--- config.mk ---
export PLATFORM = sky130hd
export DESIGN_NAME = flash_prog_ctrl
export DESIGN_NICKNAME = d
export VERILOG_FILES = /design/src/rtl/flash_prog_pkg.sv /design/src/rtl/flash_prog_dp.sv /design/src/rtl/flash_prog_fsm.sv /design/src/rtl/flash_prog_ctrl.sv
export SDC_FILE = /design/constraint.sdc
export NUM_CORES = 1
export LEC_CHECK = 0
export ABC_AREA = 1
export BUFFER_PORTS_ARGS = -buffer_cell sky130_fd_sc_hd__clkbuf_2
export CAP_MARGIN = 5
export CELL_PAD_IN_SITES_DETAIL_PLACEMENT = 0
export CELL_PAD_IN_SITES_GLOBAL_PLACEMENT = 1
export CORE_MARGIN = 2
export CORE_UTILIZATION = 40
export DETAILED_ROUTE_END_ITERATION = 7
export PLACE_DENSITY = 0.79
export SLEW_MARGIN = 20
export SYNTH_ARGS = -nofsm -noshare
export SYNTH_HDL_FRONTEND = slang
export SYNTH_SLANG_ARGS = --single-unit
--- constraint.sdc ---
create_clock -name clk -period 3.1 [get_ports clk]
set_clock_uncertainty 0.1 [all_clocks]
set_input_delay 0.775 -clock clk [delete_from_list [all_inputs] [get_ports clk]]
set_output_delay 0.775 -clock clk [all_outputs]
set_load 0.005 [all_outputs]
--- src/rtl/flash_prog_pkg.sv ---
package flash_prog_pkg;

  typedef enum logic [1:0] {
    OP_WP   = 2'b00,
    OP_WPL  = 2'b01,
    OP_SUSP = 2'b10,
    OP_RES  = 2'b11
  } opcode_e;

  typedef enum logic [1:0] {
    ST_IDLE,
    ST_PROG,
    ST_SUSP,
    ST_VERIFY
  } state_e;

  // strobes from control to datapath
  typedef struct packed {
    logic capPage;
    logic doProg;
    logic setLock;
    logic clrLatch;
  } dpCtrl_t;

endpackage

--- src/rtl/flash_prog_dp.sv ---
module flash_prog_dp
  import flash_prog_pkg::*;
#(
  parameter int WORD_W           = 8,
  parameter int PAGE_WORDS       = 4,
  parameter int NUM_PAGES        = 4,
  parameter int PAGES_PER_REGION = 2,
  localparam int IDX_W       = $clog2(PAGE_WORDS),
  localparam int PAGE_AW     = $clog2(NUM_PAGES),
  localparam int NUM_REGIONS = NUM_PAGES / PAGES_PER_REGION
) (
  input  logic                   clk,
  input  logic                   rstN,
  input  dpCtrl_t                ctrl,
  input  logic [PAGE_AW-1:0]     cmdPage,
  input  logic                   cellWeak,
  input  logic                   latchWe,
  input  logic [IDX_W-1:0]       latchIdx,
  input  logic [WORD_W-1:0]      latchData,
  input  logic [PAGE_AW-1:0]     rdPage,
  input  logic [IDX_W-1:0]       rdIdx,
  output logic [WORD_W-1:0]      rdData,
  output logic                   cmdPageLocked,
  output logic                   verifyOk,
  output logic [NUM_REGIONS-1:0] regionLocked
);

  localparam int REG_SHIFT = $clog2(PAGES_PER_REGION);
  localparam int REG_AW    = (NUM_REGIONS > 1) ? $clog2(NUM_REGIONS) : 1;

  logic [WORD_W-1:0]      mem   [NUM_PAGES][PAGE_WORDS];
  logic [WORD_W-1:0]      latch [PAGE_WORDS];
  logic [PAGE_AW-1:0]     tgtPage;
  logic [NUM_REGIONS-1:0] locks;
  logic [PAGE_WORDS-1:0]  wordBad;
  logic [WORD_W-1:0]      weakMask;
  logic [REG_AW-1:0]      tgtRegion;
  logic [REG_AW-1:0]      cmdRegion;

  assign weakMask  = {{(WORD_W-1){1'b0}}, cellWeak};
  assign tgtRegion = REG_AW'(tgtPage >> REG_SHIFT);
  assign cmdRegion = REG_AW'(cmdPage >> REG_SHIFT);

  always_ff @(posedge clk) begin
    if (!rstN) begin
      for (int p = 0; p < NUM_PAGES; p++)
        for (int w = 0; w < PAGE_WORDS; w++)
          mem[p][w] <= '1;
      for (int w = 0; w < PAGE_WORDS; w++)
        latch[w] <= '1;
      tgtPage <= '0;
      locks   <= '0;
    end else begin
      if (ctrl.capPage) tgtPage <= cmdPage;
      if (ctrl.clrLatch) begin
        for (int w = 0; w < PAGE_WORDS; w++)
          latch[w] <= '1;
      end else if (latchWe) begin
        latch[latchIdx] <= latchData;
      end
      if (ctrl.doProg) begin
        for (int w = 0; w < PAGE_WORDS; w++)
          mem[tgtPage][w] <= mem[tgtPage][w] &
                             (latch[w] | ((w == 0) ? weakMask : '0));
      end
      if (ctrl.setLock) locks[tgtRegion] <= 1'b1;
    end
  end

  // per-word verify: a zero in the latch must be a zero in the array
  for (genvar w = 0; w < PAGE_WORDS; w++) begin : g_verify
    assign wordBad[w] = |(mem[tgtPage][w] & ~latch[w]);
  end

  assign verifyOk      = ~|wordBad;
  assign rdData        = mem[rdPage][rdIdx];
  assign cmdPageLocked = locks[cmdRegion];
  assign regionLocked  = locks;

endmodule

--- src/rtl/flash_prog_fsm.sv ---
module flash_prog_fsm
  import flash_prog_pkg::*;
#(
  parameter int PROG_CYCLES = 20,
  parameter int LATE_WIN    = 4,
  parameter int RESUME_GAP  = 6,
  parameter int KEY_W       = 8,
  parameter logic [KEY_W-1:0] KEY = 8'hA5
) (
  input  logic             clk,
  input  logic             rstN,
  input  logic             cmdValid,
  input  logic [KEY_W-1:0] cmdKey,
  input  logic [1:0]       cmdCode,
  input  logic             readyIrqEn,
  input  logic             cmdPageLocked,
  input  logic             verifyOk,
  input  logic             rdEn,
  output dpCtrl_t          ctrl,
  output logic             ready,
  output logic             suspended,
  output logic             cmdErr,
  output logic             lockErr,
  output logic             flashErr,
  output logic             irq,
  output logic             rdValid
);

  localparam int CNT_W = $clog2(PROG_CYCLES + 1);
  localparam int GAP_W = $clog2(RESUME_GAP + 1);
  localparam logic [CNT_W-1:0] PROG_LAST = CNT_W'(PROG_CYCLES - 1);
  localparam logic [CNT_W-1:0] LATE_V    = CNT_W'(LATE_WIN);
  localparam logic [GAP_W-1:0] GAP_V     = GAP_W'(RESUME_GAP);

  state_e           st, stNext;
  logic [CNT_W-1:0] cnt, cntNext;
  logic [GAP_W-1:0] gap, gapNext;
  logic             withLock, withLockNext;
  logic             errCmd, errLock, keyOk, isProg, readyNext;
  opcode_e          op;

  assign op     = opcode_e'(cmdCode);
  assign keyOk  = (cmdKey == KEY);
  assign isProg = (op == OP_WP) || (op == OP_WPL);

  always_comb begin
    stNext       = st;
    cntNext      = cnt;
    gapNext      = gap;
    withLockNext = withLock;
    ctrl         = '0;
    errCmd       = cmdValid && !keyOk;
    errLock      = 1'b0;
    unique case (st)
      ST_IDLE: begin
        if (cmdValid && keyOk) begin
          if (!isProg) errCmd = 1'b1;
          else if (cmdPageLocked) errLock = 1'b1;
          else begin
            stNext       = ST_PROG;
            cntNext      = PROG_LAST;
            gapNext      = '0;
            withLockNext = (op == OP_WPL);
            ctrl.capPage = 1'b1;
          end
        end
      end
      ST_PROG: begin
        if (cmdValid && keyOk && op != OP_SUSP) errCmd = 1'b1;
        if (cmdValid && keyOk && op == OP_SUSP && cnt >= LATE_V && gap == '0) begin
          stNext = ST_SUSP;
        end else begin
          if (gap != '0) gapNext = gap - 1'b1;
          if (cnt == '0) begin
            ctrl.doProg = 1'b1;
            stNext      = ST_VERIFY;
          end else begin
            cntNext = cnt - 1'b1;
          end
        end
      end
      ST_SUSP: begin
        if (cmdValid && keyOk) begin
          if (op == OP_RES) begin
            stNext  = ST_PROG;
            gapNext = GAP_V;
          end else begin
            errCmd = 1'b1;
          end
        end
      end
      ST_VERIFY: begin
        if (cmdValid && keyOk && op != OP_SUSP) errCmd = 1'b1;
        stNext        = ST_IDLE;
        ctrl.clrLatch = 1'b1;
        ctrl.setLock  = withLock && verifyOk;
      end
      default: stNext = ST_IDLE;
    endcase
  end

  assign ready     = (st == ST_IDLE) || (st == ST_SUSP);
  assign suspended = (st == ST_SUSP);
  assign readyNext = (stNext == ST_IDLE) || (stNext == ST_SUSP);
  assign rdValid   = rdEn && ready;

  always_ff @(posedge clk) begin
    if (!rstN) begin
      st       <= ST_IDLE;
      cnt      <= '0;
      gap      <= '0;
      withLock <= 1'b0;
      cmdErr   <= 1'b0;
      lockErr  <= 1'b0;
      flashErr <= 1'b0;
      irq      <= 1'b0;
    end else begin
      st       <= stNext;
      cnt      <= cntNext;
      gap      <= gapNext;
      withLock <= withLockNext;
      irq      <= readyIrqEn && readyNext && !ready;
      if (cmdValid) begin
        cmdErr   <= errCmd;
        lockErr  <= errLock;
        flashErr <= 1'b0;
      end
      if (st == ST_VERIFY) flashErr <= !verifyOk;
    end
  end

endmodule

--- src/rtl/flash_prog_ctrl.sv ---
module flash_prog_ctrl
  import flash_prog_pkg::*;
#(
  parameter int WORD_W           = 8,
  parameter int PAGE_WORDS       = 4,
  parameter int NUM_PAGES        = 4,
  parameter int PAGES_PER_REGION = 2,
  parameter int PROG_CYCLES      = 20,
  parameter int LATE_WIN         = 4,
  parameter int RESUME_GAP       = 6,
  parameter int KEY_W            = 8,
  parameter logic [KEY_W-1:0] KEY = 8'hA5,
  localparam int IDX_W       = $clog2(PAGE_WORDS),
  localparam int PAGE_AW     = $clog2(NUM_PAGES),
  localparam int NUM_REGIONS = NUM_PAGES / PAGES_PER_REGION
) (
  input  logic                   clk,
  input  logic                   rstN,
  input  logic                   cmdValid,
  input  logic [KEY_W-1:0]       cmdKey,
  input  logic [1:0]             cmdCode,
  input  logic [PAGE_AW-1:0]     cmdPage,
  input  logic                   readyIrqEn,
  input  logic                   cellWeak,
  input  logic                   latchWe,
  input  logic [IDX_W-1:0]       latchIdx,
  input  logic [WORD_W-1:0]      latchData,
  input  logic                   rdEn,
  input  logic [PAGE_AW-1:0]     rdPage,
  input  logic [IDX_W-1:0]       rdIdx,
  output logic [WORD_W-1:0]      rdData,
  output logic                   rdValid,
  output logic                   ready,
  output logic                   suspended,
  output logic                   cmdErr,
  output logic                   lockErr,
  output logic                   flashErr,
  output logic                   irq,
  output logic [NUM_REGIONS-1:0] regionLocked
);

  dpCtrl_t dpCtrl;
  logic    cmdPageLocked;
  logic    verifyOk;

  flash_prog_fsm #(
    .PROG_CYCLES(PROG_CYCLES), .LATE_WIN(LATE_WIN), .RESUME_GAP(RESUME_GAP),
    .KEY_W(KEY_W), .KEY(KEY)
  ) fsm_i (
    .clk(clk), .rstN(rstN), .cmdValid(cmdValid), .cmdKey(cmdKey), .cmdCode(cmdCode),
    .readyIrqEn(readyIrqEn), .cmdPageLocked(cmdPageLocked), .verifyOk(verifyOk),
    .rdEn(rdEn), .ctrl(dpCtrl), .ready(ready), .suspended(suspended),
    .cmdErr(cmdErr), .lockErr(lockErr), .flashErr(flashErr), .irq(irq),
    .rdValid(rdValid)
  );

  flash_prog_dp #(
    .WORD_W(WORD_W), .PAGE_WORDS(PAGE_WORDS), .NUM_PAGES(NUM_PAGES),
    .PAGES_PER_REGION(PAGES_PER_REGION)
  ) dp_i (
    .clk(clk), .rstN(rstN), .ctrl(dpCtrl), .cmdPage(cmdPage), .cellWeak(cellWeak),
    .latchWe(latchWe), .latchIdx(latchIdx), .latchData(latchData),
    .rdPage(rdPage), .rdIdx(rdIdx), .rdData(rdData),
    .cmdPageLocked(cmdPageLocked), .verifyOk(verifyOk), .regionLocked(regionLocked)
  );

endmodule

==> impl_results.md <==
* Worst flop-to-flop path endpoint: dp_i.mem[1][8]$_SDFFCE_PN1P_
* PwrDens at 486.2 nW/um^2
* Data arrival time of the critical path at 2.00 ns
* Max-cap viol count at 0
* Setup TNS at 0 ns
* Starting density of the core at 40.91%
* Leak at 0.004180 uW
* Met3 Wirelength at 2385 um
* Worst skew pair latency at 0.43 ns
* Final Setup Violations at 0
* Die span in y at 159.2 um
* Fmax at 348.2 MHz
* Final Hold Viols at 0
* Antenna-violating nets left at 0
* Drt initial violations at 688
* Min Tclk post-route at 2.872 ns
* Top-count cell post-synth: nand2_1
* Die W at 159.2 um
* Number of distinct library cells after synthesis at 35
* Synth Warn # at 0
* Global-route wire length before repair at 41530 um
* Vias at 7630
* Type of origin of the critical path: input pin
* Synth area leader: edfxtp_1
* H-tree levels at 4
* Core area at 23540 sq um
* Fin Hold WS at 0.3687 ns
* Via density at 5.288
* Total GRT Usage at 21.12%
* Non-Filler Instances at 1443
* Relative slew slack at 30.36%
* DRT Wirelength at 26240 um
* Gate Count Post-Synth at 1069
* Vias in the first global route at 7427
* Synth Register Bits at 181
* Total die area at 25340 sq um
* Area grow syn2layout at 12.57%
* Nets@finish at 1152
* DP HPWL at 16730 um
* Clock Sinks at 181
* Longest Clk Path Bufs at 2
* Setup Buffers After CTS at 0
* RSZ-0062 raised after global routing: no
* Setup crit end: rdData[3]
* Placer Congestion at 0.7789
* Number of top-level pins at 50
* Slew at the pin closest to its max-slew limit at 1.043 ns
* Met1 wire length at 11340 um
* Status: completed
* Hold crit path type: reg2reg
* Sequential-to-total area share from yosys stat at 54.25%
* Cts bufs inserted at 17
* Peak supply drop at 350.9 uV
* Synth Flop Type: edfxtp_1
* Synth Area per Inst at 9.010 sq um
* CP Data Required Time at 2.22 ns
* Placed cells at 1411
* DRC at 0
* Highest Signal Layer: met4
* Fin. max-slew vios at 0
* Synth top area share at 49.88%
* Crit-path max FO at 34
* Ys async rst share at 0%
* Worst r2r path cells at 10
* Filler Cells Inserted at 2273
* Crit end category: output pin
* Worst Setup SP: rdPage[0]
* Clock-pin slew on the worst setup and hold paths at 0.07 ns
* Root buf cell: clkbuf_16
* Cts hold-fix bufs at 0
* Mapped Nets at 1110
* Largest net degree at the start of global routing at 65
* Setup slack, reg-to-reg at 0.67 ns
* Synth area leaders: edfxtp_1, nand2_1, nand3_1
* Share of post-route cells with drive strength above 1 at 12.72%
* Fin crit share at 92.64%
* CTS tree: yes
* Met2 WL post-DR at 12180 um
* Post-synth EDFFs at 160
* Initial antenna violation count at 0
* GRT overflow at 0
* Per-cell routed wire length at 18.19 um
* Router iterations before antenna repair at 5
* # rows at 56
* Syn Std Cell Area at 9632 sq um
* Post_cts resized at 0
* I/O Buffers at 49
* Synth top cells by count: nand2_1, edfxtp_1, nand3_1
* WS Path Type: in2out
* Antenna diodes at 0
[layer usage]
| layer | global-route usage [%] | vias up |
|---|---|---|
| li1 | - | 3730 |
| met1 | 29.03 | 3577 |
| met2 | 34.19 | 300 |
| met4 | 5.331 | 0 |
| met3 | 4.506 | 23 |
| met5 | 0 | - |
[flip-flops by register name (all words and copies together) (netlist names), named ones only]
signal / count
dp_i.tgtPage: 2
fsm_i.cnt: 5
fsm_i.st: 1
fsm_i.flashErr: 1
fsm_i.irq: 1
fsm_i.gap: 3
dp_i.regionLocked: 2
fsm_i.lockErr: 1
fsm_i.cmdErr: 1
dp_i.mem: 128
dp_i.latch: 32
fsm_i.withLock: 1
[cell families (layout without fill, tap and decap cells)]
logic type	count (synthesis)	in the layout	synth area share, %
flops	181	181	54.25
xor+xnor	2	2	0.1819
simple gates	568	568	26.07
compound gates	137	137	8.067
mux	32	32	3.326
buf+inv	141	196	7.067
fa+ha+maj	8	8	1.039
[layout by cell type, fill, tap and decap left out, types with 2 or more instances in the layout]
cell,synthesis,layout
nand2_1,365,365
edfxtp_1,160,160
nand3_1,115,115
inv_1,76,76
clkbuf_2,0,48
o21ai_0,45,45
a21oi_1,43,43
o211ai_1,33,33
mux2i_1,32,32
nor2_1,29,29
buf_4,23,23
nand3b_1,22,22
dfxtp_1,21,20
clkbuf_16,0,17
o21ai_1,13,13
buf_12,0,10
ha_1,8,8
or2_2,7,7
inv_2,6,6
nand4_1,6,6
inv_8,0,5
nor3_2,4,4
nor4_1,4,4
nand3_2,3,3
nor2_2,3,3
inv_6,0,3
nor3_4,2,2
clkinv_2,1,2
nor2_4,2,2
a211oi_1,2,2
nor3_1,2,2
xnor2_1,2,2
clkinv_4,0,2
clkinvlp_4,0,2
[worst max-delay path, stage by stage]
cell,delay [ns]
buf_4,0.15
buf_4,0.37
mux2i_1,0.24
o21ai_1,0.08
o211ai_1,0.16
nand2_1,0.08
clkbuf_2,0.12
[how the worst min path moves through the flow]
stage / endpoint / start / depth (start not counted)
global route: fsm_i.withLock$_SDFFE_PN0P_ / fsm_i.withLock$_SDFFE_PN0P_ / 2
CTS: fsm_i.lockErr$_SDFFE_PN0P_ / fsm_i.lockErr$_SDFFE_PN0P_ / 2
global placement: fsm_i.withLock$_SDFFE_PN0P_ / fsm_i.withLock$_SDFFE_PN0P_ / 2
finish: fsm_i.lockErr$_SDFFE_PN0P_ / fsm_i.lockErr$_SDFFE_PN0P_ / 2
detailed placement: fsm_i.lockErr$_SDFFE_PN0P_ / fsm_i.lockErr$_SDFFE_PN0P_ / 2
floorplan: fsm_i.withLock$_SDFFE_PN0P_ / fsm_i.withLock$_SDFFE_PN0P_ / 2
[where the power goes]
part | leakage (uW) | total, uW | switching, uW | internal (uW)
logic | 0.00264 | 502 | 328 | 174
clock network | 0.000274 | 2080 | 1020 | 1070
registers | 0.00127 | 2680 | 16.5 | 2670
[through the flow]
| stage | power, uW | utilization (%) | setup slack (ns) | area, sq um |
|---|---|---|---|---|
| 2_1_floorplan | 3052 | - | 0.4451 | 9632 |
| 3_3_place_gp | 3239 | 43.65 | 0.2352 | 10280 |
| 3_5_place_dp | 3243 | 43.65 | 0.2305 | 10280 |
| 4_1_cts | 5302 | 46.06 | 0.2267 | 10840 |
| 5_1_grt | 5458 | 46.06 | 0.1144 | 10840 |
| 6_report | 5271 | 46.06 | 0.2282 | 10840 |
[area by class of cell]
type                       count  area [sq um]  share of cell area, %
tap                          319         399.1                  3.681
sequential                   181          5226                  48.20
clock buffer                  18         429.2                  3.958
inverter                      83         312.8                  2.885
clock inverter                14         136.4                  1.258
timing repair buffer          81         613.1                  5.654
multi-input combinational    747          3726                  34.36
(Power assumes the default switching activity.)
